## config.mk

```make
export PLATFORM = sky130hd
export DESIGN_NAME = warp_issue_sched
export DESIGN_NICKNAME = d
export VERILOG_FILES = /design/src/rtl/wis_pkg.sv /design/src/rtl/wis_warp_state.sv /design/src/rtl/wis_oldest_pick.sv /design/src/rtl/wis_dispatch_timer.sv /design/src/rtl/warp_issue_sched.sv
export SDC_FILE = /design/constraint.sdc
export NUM_CORES = 1
export LEC_CHECK = 0
export BUFFER_PORTS_ARGS = -buffer_cell sky130_fd_sc_hd__buf_4
export CAP_MARGIN = 20
export CORE_ASPECT_RATIO = 0.8
export CORE_MARGIN = 5
export CORE_UTILIZATION = 39
export CTS_CLUSTER_SIZE = 8
export DETAILED_ROUTE_END_ITERATION = 10
export PLACE_DENSITY = 0.52
export REMOVE_ABC_BUFFERS = 1
export SLEW_MARGIN = 15
export SYNTH_ARGS = -nofsm -noshare
export SYNTH_HDL_FRONTEND = slang
export SYNTH_SLANG_ARGS = --single-unit
```

## constraint.sdc

```tcl
create_clock -name clk -period 31.4 [get_ports clk]
set_clock_uncertainty 0.05 [all_clocks]
set_input_delay 0 -clock clk [delete_from_list [all_inputs] [get_ports clk]]
set_output_delay 0 -clock clk [all_outputs]
set_load 0.01 [all_outputs]
```

## src/rtl/wis_pkg.sv

```systemverilog
package wis_pkg;
  // Saturating increment used by the per-warp age counters.
  function automatic int unsigned sat_incr(int unsigned v, int unsigned top);
    return (v >= top) ? top : v + 1;
  endfunction

  // Wrapping increment of a program counter held in 'bits' bits.
  function automatic int unsigned wrap_incr(int unsigned v, int unsigned bits);
    return (v + 1) & ((32'd1 << bits) - 1);
  endfunction
endpackage

```

## src/rtl/wis_warp_state.sv

```systemverilog
module wis_warp_state #(
  parameter int NW    = 16,
  parameter int PC_W  = 8,
  parameter int AGE_W = 4,
  localparam int ID_W = (NW > 1) ? $clog2(NW) : 1
) (
  input  logic              clk,
  input  logic              rst_n,
  input  logic              issue_fire,
  input  logic [ID_W-1:0]   issue_id,
  input  logic              blk_vld,
  input  logic [ID_W-1:0]   blk_id,
  input  logic              done_vld,
  input  logic [ID_W-1:0]   done_id,
  output logic [NW*PC_W-1:0]  pc_flat,
  output logic [NW*AGE_W-1:0] age_flat,
  output logic [NW-1:0]       pend_vec
);
  localparam int unsigned AGE_TOP = (32'd1 << AGE_W) - 1;

  for (genvar g = 0; g < NW; g++) begin : g_warp
    logic [PC_W-1:0]  pc_q;
    logic [AGE_W-1:0] age_q;
    logic             pend_q;
    logic             won;

    assign won = issue_fire && (issue_id == ID_W'(g));

    always_ff @(posedge clk) begin
      if (!rst_n) begin
        pc_q   <= '0;
        age_q  <= '0;
        pend_q <= 1'b0;
      end else begin
        if (won)
          pc_q <= PC_W'(wis_pkg::wrap_incr(32'(pc_q), PC_W));
        if (issue_fire)
          age_q <= won ? '0 : AGE_W'(wis_pkg::sat_incr(32'(age_q), AGE_TOP));
        if (blk_vld && blk_id == ID_W'(g))
          pend_q <= 1'b1;
        else if (done_vld && done_id == ID_W'(g))
          pend_q <= 1'b0;
      end
    end

    assign pc_flat[g*PC_W +: PC_W]    = pc_q;
    assign age_flat[g*AGE_W +: AGE_W] = age_q;
    assign pend_vec[g]                = pend_q;
  end
endmodule

```

## src/rtl/wis_oldest_pick.sv

```systemverilog
module wis_oldest_pick #(
  parameter int NW    = 16,
  parameter int AGE_W = 4,
  localparam int ID_W = (NW > 1) ? $clog2(NW) : 1
) (
  input  logic [NW-1:0]       elig,
  input  logic [NW*AGE_W-1:0] age_flat,
  output logic                any,
  output logic [ID_W-1:0]     win
);
  logic [AGE_W-1:0] best;

  // Strictly-greater comparison keeps the lowest index on equal ages.
  always_comb begin
    any  = 1'b0;
    win  = '0;
    best = '0;
    for (int i = 0; i < NW; i++) begin
      if (elig[i] && (!any || age_flat[i*AGE_W +: AGE_W] > best)) begin
        any  = 1'b1;
        win  = ID_W'(i);
        best = age_flat[i*AGE_W +: AGE_W];
      end
    end
  end
endmodule

```

## src/rtl/wis_dispatch_timer.sv

```systemverilog
module wis_dispatch_timer #(
  parameter int DISPATCH = 4,
  localparam int CNT_W = (DISPATCH > 2) ? $clog2(DISPATCH) : 1
) (
  input  logic clk,
  input  logic rst_n,
  input  logic fire,
  output logic open
);
  logic [CNT_W-1:0] left_q;

  always_ff @(posedge clk) begin
    if (!rst_n)
      left_q <= '0;
    else if (fire)
      left_q <= CNT_W'(DISPATCH - 1);
    else if (left_q != '0)
      left_q <= left_q - 1'b1;
  end

  assign open = (left_q == '0);
endmodule

```

## src/rtl/warp_issue_sched.sv

```systemverilog
module warp_issue_sched #(
  parameter int NW       = 16,
  parameter int PC_W     = 8,
  parameter int AGE_W    = 4,
  parameter int DISPATCH = 4,
  localparam int ID_W    = (NW > 1) ? $clog2(NW) : 1
) (
  input  logic            clk,
  input  logic            rst_n,
  input  logic [NW-1:0]   opnd_rdy,
  input  logic            ld_blk_vld,
  input  logic [ID_W-1:0] ld_blk_warp,
  input  logic            ld_done_vld,
  input  logic [ID_W-1:0] ld_done_warp,
  output logic            issue_vld,
  output logic [ID_W-1:0] issue_warp,
  output logic [PC_W-1:0] issue_pc,
  output logic            disp_busy,
  output logic            sched_idle
);
  // Named internal events, also observed by the bound checker.
  logic [NW*PC_W-1:0]  pc_flat;
  logic [NW*AGE_W-1:0] age_flat;
  logic [NW-1:0]       pend_vec;
  logic [NW-1:0]       elig_vec;
  logic                any_elig;
  logic [ID_W-1:0]     win_id;
  logic                slot_open;
  logic                fire;

  wis_warp_state #(.NW(NW), .PC_W(PC_W), .AGE_W(AGE_W)) u_state (
    .clk(clk), .rst_n(rst_n),
    .issue_fire(fire), .issue_id(win_id),
    .blk_vld(ld_blk_vld), .blk_id(ld_blk_warp),
    .done_vld(ld_done_vld), .done_id(ld_done_warp),
    .pc_flat(pc_flat), .age_flat(age_flat), .pend_vec(pend_vec)
  );

  assign elig_vec = opnd_rdy & ~pend_vec;

  wis_oldest_pick #(.NW(NW), .AGE_W(AGE_W)) u_pick (
    .elig(elig_vec), .age_flat(age_flat), .any(any_elig), .win(win_id)
  );

  wis_dispatch_timer #(.DISPATCH(DISPATCH)) u_timer (
    .clk(clk), .rst_n(rst_n), .fire(fire), .open(slot_open)
  );

  assign fire       = slot_open & any_elig;
  assign issue_vld  = fire;
  assign issue_warp = win_id;
  assign issue_pc   = pc_flat[win_id*PC_W +: PC_W];
  assign disp_busy  = fire | ~slot_open;
  assign sched_idle = slot_open & ~any_elig;
endmodule

```

# ---- Yosys cells after proc, flatten, opt, wreduce, memory -nomap -nowiden
# Cells that the tools add are included.
dict set report word_totals {
  inputBits 28
  word_cells 393
  output_inout_bits 15
  ff_bits 210
}
dict set report op_classes {
  n_mux 112
  n_lt_le_gt_ge 31
  eq_ne 45
  shifts 1
  n_bitwise 7
  n_addsub 33
  reduce_logical 115
}
# op n
set op_table {}
lappend op_table {{2-to-1 mux 4 bit} 55}
lappend op_table {{adder 8 x 1 -> 8 bit (second input constant)} 16}
lappend op_table {{variable part select 128 x 8 -> 8 bit} 1}
lappend op_table {{== test 4 bit (second input constant)} 24}
lappend op_table {{adder 4 x 1 -> 4 bit (second input constant)} 16}
lappend op_table {{>= comparator 4 bit (second input constant)} 16}
lappend op_table {{logical AND 1 bit} 63}
lappend op_table {{> comparator 4 bit} 15}
lappend op_table {{2-to-1 mux 1 bit} 49}
lappend op_table {{== test 4 x 3 -> 1 bit (second input constant)} 12}
lappend op_table {{nonzero test 2 bit} 18}
lappend op_table {{== test 4 x 2 -> 1 bit (second input constant)} 6}
lappend op_table {{bitwise AND 16 bit} 1}
lappend op_table {{NOT 16 bit} 1}
lappend op_table {{zero test 1 bit} 15}
lappend op_table {{logical OR 1 bit} 15}
lappend op_table {{== test 4 x 1 -> 1 bit (second input constant)} 3}
lappend op_table {{zero test 4 bit} 3}
lappend op_table {{2-to-1 mux 3 bit} 4}
lappend op_table {{2-to-1 mux 2 bit} 4}
lappend op_table {{bitwise AND 1 bit} 2}
lappend op_table {{zero test 2 bit} 1}
lappend op_table {{NOT 1 bit} 2}
lappend op_table {{subtractor 2 x 1 -> 2 bit (second input constant)} 1}
lappend op_table {{OR 1 bit} 1}

# ---- Logic depth before layout (Yosys ltp)
dict set report depth {
  ltp_word 66
  depth_mapped 137
  ltp_nobuf 130
}

# ---- By module
# A second synthesis with hierarchy kept.
dict set report unflattened {
  hier_cells 1754
  hier_area_um2 14785.4
}
# mod cells_per_inst area_per_inst_um2 instances seq_area_each_um2
set by_module_without_submodules {}
lappend by_module_without_submodules {wis_warp_state 1216 10363.7 1 4164.0}
lappend by_module_without_submodules {wis_oldest_pick 440 3178.0 1 0.0}
lappend by_module_without_submodules {warp_issue_sched 89 1149.9 1 0.0}
lappend by_module_without_submodules {wis_dispatch_timer 9 93.8 1 40.0}

# ---- Least setup slack after synthesis
# OpenSTA, ideal clock, no wires.
dict set report synth_timing {
  path_kind {reg2reg}
  from {register u_state.g_warp[0].pend_q}
  to {register u_state.g_warp[4].pc_q[7]}
  path_stages_with_launch 127
  setup_ps 70
  t_arrival_ps 24365
  setup_slack_ps 6914
  path_buffers 7
  required_ps 31280
  synth_period_minus_slack_ps 24486
  path_cell_list {dfxtp_1 -> nor2b_4 -> and2_1 -> inv_1 -> ha_1 -> a21oi_1 -> nand2_1 -> o21ai_0 -> a21o_1 -> inv_1 -> ha_1 -> nand4_1 -> a21oi_1 -> a211o_2 -> o211a_1 -> or2_2 -> ha_1 -> nor2b_1 -> [91 not listed] -> a21oi_1 -> clkinv_1 -> a21o_1 -> ha_1 -> nor2b_1 -> o21ai_0 -> nand2b_1 -> a21oi_1 -> a41o_1 -> a21oi_1 -> or2_2 -> nor2_1 -> and4_1 -> nand4_1 -> or2_1 -> buf_6 -> or4_1 -> a21oi_1}
}
dict set report synth_via {
  elab_chain_cells 65
  elab_cells_between_ends 111
  cone_classes {15 x order compare; 1 x eq/ne; 46 x mux; 3 x bitwise; 46 x reduce/logical}
}
# item line
set synth_rtl {}
lappend synth_rtl {{start, declared} wis_warp_state.sv:24} ;# logic pend_q;
lappend synth_rtl {{start signal, assigned} wis_warp_state.sv:33} ;# pend_q <= 1'b0;
lappend synth_rtl {{start signal, assigned} wis_warp_state.sv:40} ;# pend_q <= 1'b1;
lappend synth_rtl {{start signal, assigned} wis_warp_state.sv:42} ;# pend_q <= 1'b0;
lappend synth_rtl {{NOT 16 bit (*)} warp_issue_sched.sv:39} ;# assign elig_vec = opnd_rdy & ~pend_vec;
lappend synth_rtl {{bitwise AND 16 bit (*)} warp_issue_sched.sv:39}
lappend synth_rtl {{2-to-1 mux 4 bit / 2-to-1 mux 1 bit (equally long branches)} wis_oldest_pick.sv:19} ;# if (elig[i] && (!any || age_flat[i*AGE_W +: AGE_W] > best)) begin
lappend synth_rtl {{> comparator 4 bit / zero test 1 bit (equally long branches)} wis_oldest_pick.sv:19}
lappend synth_rtl {{logical OR 1 bit} wis_oldest_pick.sv:19}
lappend synth_rtl {{logical AND 1 bit} wis_oldest_pick.sv:19}
lappend synth_rtl {{2-to-1 mux 4 bit / 2-to-1 mux 1 bit (equally long branches)} wis_oldest_pick.sv:19}
lappend synth_rtl {{> comparator 4 bit / zero test 1 bit (equally long branches)} wis_oldest_pick.sv:19}
lappend synth_rtl {{[49 not listed]} -}
lappend synth_rtl {{logical AND 1 bit} wis_oldest_pick.sv:19}
lappend synth_rtl {{2-to-1 mux 4 bit / 2-to-1 mux 1 bit (equally long branches)} wis_oldest_pick.sv:19}
lappend synth_rtl {{> comparator 4 bit / zero test 1 bit (equally long branches)} wis_oldest_pick.sv:19}
lappend synth_rtl {{logical OR 1 bit} wis_oldest_pick.sv:19}
lappend synth_rtl {{logical AND 1 bit} wis_oldest_pick.sv:19}
lappend synth_rtl {{2-to-1 mux 4 bit / 2-to-1 mux 1 bit (equally long branches)} wis_oldest_pick.sv:19}
lappend synth_rtl {{== test 4 x 3 -> 1 bit / bitwise AND 1 bit (equally long branches)} {wis_warp_state.sv:27, warp_issue_sched.sv:49}}
lappend synth_rtl {{logical AND 1 bit (*)} wis_warp_state.sv:27} ;# assign won = issue_fire && (issue_id == ID_W'(g));
lappend synth_rtl {{end signal, assigned} wis_warp_state.sv:36} ;# pc_q <= PC_W'(wis_pkg::wrap_incr(32'(pc_q), PC_W));
lappend synth_rtl {{end, declared} wis_warp_state.sv:22} ;# logic [PC_W-1:0] pc_q;
# Mark *: on every way between the ends. The rest lies on a longest branch, timed or not.
# A chain may end at the register's enable or synchronous reset.

# ---- Final worst setup path
dict set report layout_timing {
  from {register u_state.g_warp[0].pend_q}
  to {output issue_pc[1]}
}
dict set report layout_via {
  elab_chain_cells 64
  elab_cells_between_ends 108
  cone_classes {15 x order compare; 1 x shift; 45 x mux; 2 x bitwise; 45 x reduce/logical}
}
# item line
set layout_rtl {}
lappend layout_rtl {{NOT 16 bit (*)} warp_issue_sched.sv:39}
lappend layout_rtl {{bitwise AND 16 bit (*)} warp_issue_sched.sv:39}
lappend layout_rtl {{2-to-1 mux 4 bit / 2-to-1 mux 1 bit (equally long branches)} wis_oldest_pick.sv:19}
lappend layout_rtl {{> comparator 4 bit / zero test 1 bit (equally long branches)} wis_oldest_pick.sv:19}
lappend layout_rtl {{logical OR 1 bit} wis_oldest_pick.sv:19}
lappend layout_rtl {{logical AND 1 bit} wis_oldest_pick.sv:19}
lappend layout_rtl {{2-to-1 mux 4 bit / 2-to-1 mux 1 bit (equally long branches)} wis_oldest_pick.sv:19}
lappend layout_rtl {{> comparator 4 bit / zero test 1 bit (equally long branches)} wis_oldest_pick.sv:19}
lappend layout_rtl {{[48 not listed]} -}
lappend layout_rtl {{logical OR 1 bit} wis_oldest_pick.sv:19}
lappend layout_rtl {{logical AND 1 bit} wis_oldest_pick.sv:19}
lappend layout_rtl {{2-to-1 mux 4 bit / 2-to-1 mux 1 bit (equally long branches)} wis_oldest_pick.sv:19}
lappend layout_rtl {{> comparator 4 bit / zero test 1 bit (equally long branches)} wis_oldest_pick.sv:19}
lappend layout_rtl {{logical OR 1 bit} wis_oldest_pick.sv:19}
lappend layout_rtl {{logical AND 1 bit} wis_oldest_pick.sv:19}
lappend layout_rtl {{2-to-1 mux 4 bit (*)} wis_oldest_pick.sv:19}
lappend layout_rtl {{variable part select 128 x 8 -> 8 bit (*)} warp_issue_sched.sv:52} ;# assign issue_pc = pc_flat[win_id*PC_W +: PC_W];
lappend layout_rtl {{end, declared} warp_issue_sched.sv:17} ;# output logic [PC_W-1:0] issue_pc,
# Marks and branches as above.

==> impl_metrics.py <==
metrics = {
    "detailed_routing": {
        "first_pass_iters": 5,
        "via_per_inst": 5.78,
        "route.detailed.drc": 0,
        "drt-total-wl_um": 44000,
        "drt_iter0_drc": 1031,
        "wl_per_cell_um": 19.0,
        "antenna_left": 0,
        "vias": 13400,
    },
    "finish": {
        "fin_nets": 1951,
        "final_cells": 2320,
        "post_route_cells_drive_above_1_share": 0.0810,
        "fillers": 3613,
        "syn2layout_area_growth_pct": 13.2,
        "insertedDiodeCount": 0,
        "utilization": 0.445,
    },
    "placed_design": {
        "placed_cells": 2257,
        "gp_congestion": 0.894,
        "hpwlAfterDp_um": 31200,
        "portBuffers": 42,
    },
    "die": {
        "start_util": 0.394,
        "fp.dieW_um": 223,
        "io_pins": 43,
        "num_rows": 62,
        "dieArea_um2": 40100,
        "core_um2": 35800,
        "die_h_um": 180,
    },
    "global_routing": {
        "overflow": 0,
        "grt_first_pass_wirelength_um": 70000,
        "grt_pass1_vias": 12600,
        "grt_max_degree": 100,
        "grt_usage": 0.212,
        "antenna_found_initial": 0,
    },
    "yosys": {
        "synthesis.instances": 1809,
        "ys_warn_count": 0,
        "syn_avg_cell_area_um2": 7.80,
        "synth_area_um2": 14100,
        "synth-edff-count": 0,
        "synth-async-reset-ratio": 0,
        "synth_top_cell_by_area": "dfxtp_1",
        "ys_seq_area_frac": 0.298,
        "synth_top_area_share": 0.298,
        "synth_area_leaders": "dfxtp_1, ha_1, nor2_1",
        "synth-seq-cells": 210,
        "post_synth_num_cell_types": 90,
        "yosys_most_used_dff": "dfxtp_1",
    },
    "timing": {
        "hold_viol_final": 0,
        "worst_slew_pin_slew_ns": 1.01,
        "max_freq_ghz": 0.0349,
        "finalCriticalPeriod_ns": 28.64,
        "fin_hold_ws_ns": 0.105,
        "fin_setup_tns_ns": 0,
        "fin_crit_sh": 0.912,
        "max_slew_margin": 0.329,
        "rsz0062_at_grt": "no",
        "finalSetupViolations": 0,
        "slew_violations": 0,
    },
    "critical_path": {
        "cp_slowest_stage_delay_ns": 0.86,
        "end_kind": "primary output",
        "path_max_fanout": 33,
        "worstSetupPathType": "reg2out",
        "cp_data_arrival_time_ns": 28.59,
        "cp_common_cell": "ha_1",
        "cp-start-kind": "flop",
        "required_ns": 31.35,
        "cp_slowest_cell": "a2111oi_0",
    },
    "clock_network": {
        "clk_latency_ns": 0.57,
        "clk_pin_slew_ns": 0.05,
        "cts.sinks": 210,
        "cts.path.max_buffers": 3,
        "numCtsBuffers": 30,
        "cts_tree": "built",
        "cts_setup_buffers": 0,
        "cts_root_buffer": "clkbuf_16",
        "h-tree-depth": 1,
    },
    "status": {
        "status": "finished, final reports clean",
    },
    "job": {
        "max_cap_violations": 0,
    },
    "min_path": {
        "holdCritPathClass": "in2reg",
    },
}
## logic make-up after synthesis
family / count (synthesis) / share of synthesized area
AO/OA/AOI/OAI: 443 / 0.211
XOR/XNOR: 99 / 0.0615
adder cells (fa/ha/maj): 85 / 0.0754
buffers and inverters: 186 / 0.0511
flip-flops: 210 / 0.298
multiplexers: 53 / 0.0395
AND/OR/NAND/NOR: 733 / 0.264
## cell usage after synthesis (8+ instances only)
library cell  number
inv_1             93
o22ai_1           12
o21ai_0           94
nand3_1           74
nor4b_1           12
o211a_1            8
ha_1              85
nand2_1          142
nand2b_1          31
buf_2             12
mux2i_1           35
mux2_2            17
a211oi_1          20
a21o_1            10
dfxtp_1          210
xnor2_1           81
nor3_1            61
o21a_1            10
o31ai_1           14
nor2_1           189
and2_1            15
nor4_1            28
a31oi_1           32
nor3b_1           34
nand4_1           51
or3_1             20
and3_1            22
xor2_1            18
nor2b_1           24
a21oi_1          129
o211ai_1          21
a2111oi_0         13
clkbuf_1          74
## cells in the final DEF (no fill, tap or decap), types with 14 or more instances in the layout
cell type / Yosys / routed
xnor2_1: 81 / 81
dfxtp_1: 210 / 210
xor2_1: 18 / 18
nand4_1: 51 / 51
nor3_1: 61 / 61
nor2_1: 189 / 189
inv_1: 93 / 92
nor4_1: 28 / 28
nand2_1: 142 / 142
dlygate4sd3_1: 0 / 29
mux2i_1: 35 / 35
buf_4: 0 / 59
or3_1: 20 / 20
ha_1: 85 / 85
a211oi_1: 20 / 19
nor3b_1: 34 / 34
o211ai_1: 21 / 21
clkbuf_16: 0 / 31
mux2_2: 17 / 17
nand2b_1: 31 / 30
a21oi_1: 129 / 127
and2_1: 15 / 15
nor2b_1: 24 / 24
o31ai_1: 14 / 14
o21ai_0: 94 / 94
and3_1: 22 / 22
a31oi_1: 32 / 32
nand3_1: 74 / 74
## worst max-delay path: cells and delay by family (launching register included)
family | cells | cell delay, ns
AND/OR/NAND/NOR | 30 | 5.33
AO/OA/AOI/OAI | 59 | 13.13
adder cells (fa/ha/maj) | 15 | 4.34
multiplexers | 8 | 2.75
flip-flops | 1 | 0.35
buffers and inverters | 12 | 2.04
## layout make-up
| type | instances | area (µm²) | share of cell area |
|---|---|---|---|
| clock buffer | 33 | 793 | 0.0497 |
| sequential | 210 | 4200 | 0.263 |
| inverter | 95 | 362 | 0.0227 |
| tap | 480 | 601 | 0.0376 |
| clock inverter | 1 | 5.00 | 0.000314 |
| timing repair buffer | 88 | 733 | 0.0459 |
| multi-input combinational | 1413 | 9270 | 0.580 |
## metrics by stage
| step | worst slack [ns] | area, µm² |
|---|---|---|
| floorplan | 4.75 | 13700 |
| global placement | 3.57 | 14800 |
| detailed placement | 2.75 | 14800 |
| CTS | 2.09 | 15900 |
| global route | 0.166 | 16000 |
| finish | 2.76 | 16000 |
## flip-flops by register name, indices dropped and copies added (netlist names)
name	flops
u_state.g_warp.pc_q	128
u_state.g_warp.age_q	64
u_timer.left_q	2
u_state.g_warp.pend_q	16
## metal layers
metal	global-route usage	vias up	routed length (µm)
li1	-	6631	-
met4	0.0490	0	1000
met1	0.314	6359	21700
met3	0.0393	65	2670
met5	0	-	0
met2	0.318	363	18700
## final timing paths
path         cells past startpoint                                     end  slack, ns                                   start
min                              6          u_timer.left_q[1]$_SDFFE_PN0P_       0.10                            opnd_rdy[13]
max                            124                             issue_pc[1]       2.76   u_state.g_warp[0].pend_q$_SDFFE_PN0P_
max reg2reg                    124  u_state.g_warp[3].pc_q[4]$_SDFFE_PN0P_       3.20   u_state.g_warp[0].pend_q$_SDFFE_PN0P_
min reg2reg                      2  u_state.g_warp[5].pc_q[7]$_SDFFE_PN0P_       0.43  u_state.g_warp[5].pc_q[7]$_SDFFE_PN0P_
## what timing repair did
| action | 4_1_cts | 5_1_grt |
|---|---|---|
| hold endpoints to repair | 71 | 0 |
| hold buffers | 29 | 0 |
| gates resized for setup | 0 | 6 |
| setup endpoints to repair | 0 | 53 |
Power is not shown: default switching activity piles up to over one toggle a cycle in this logic, so the estimate is an artifact.
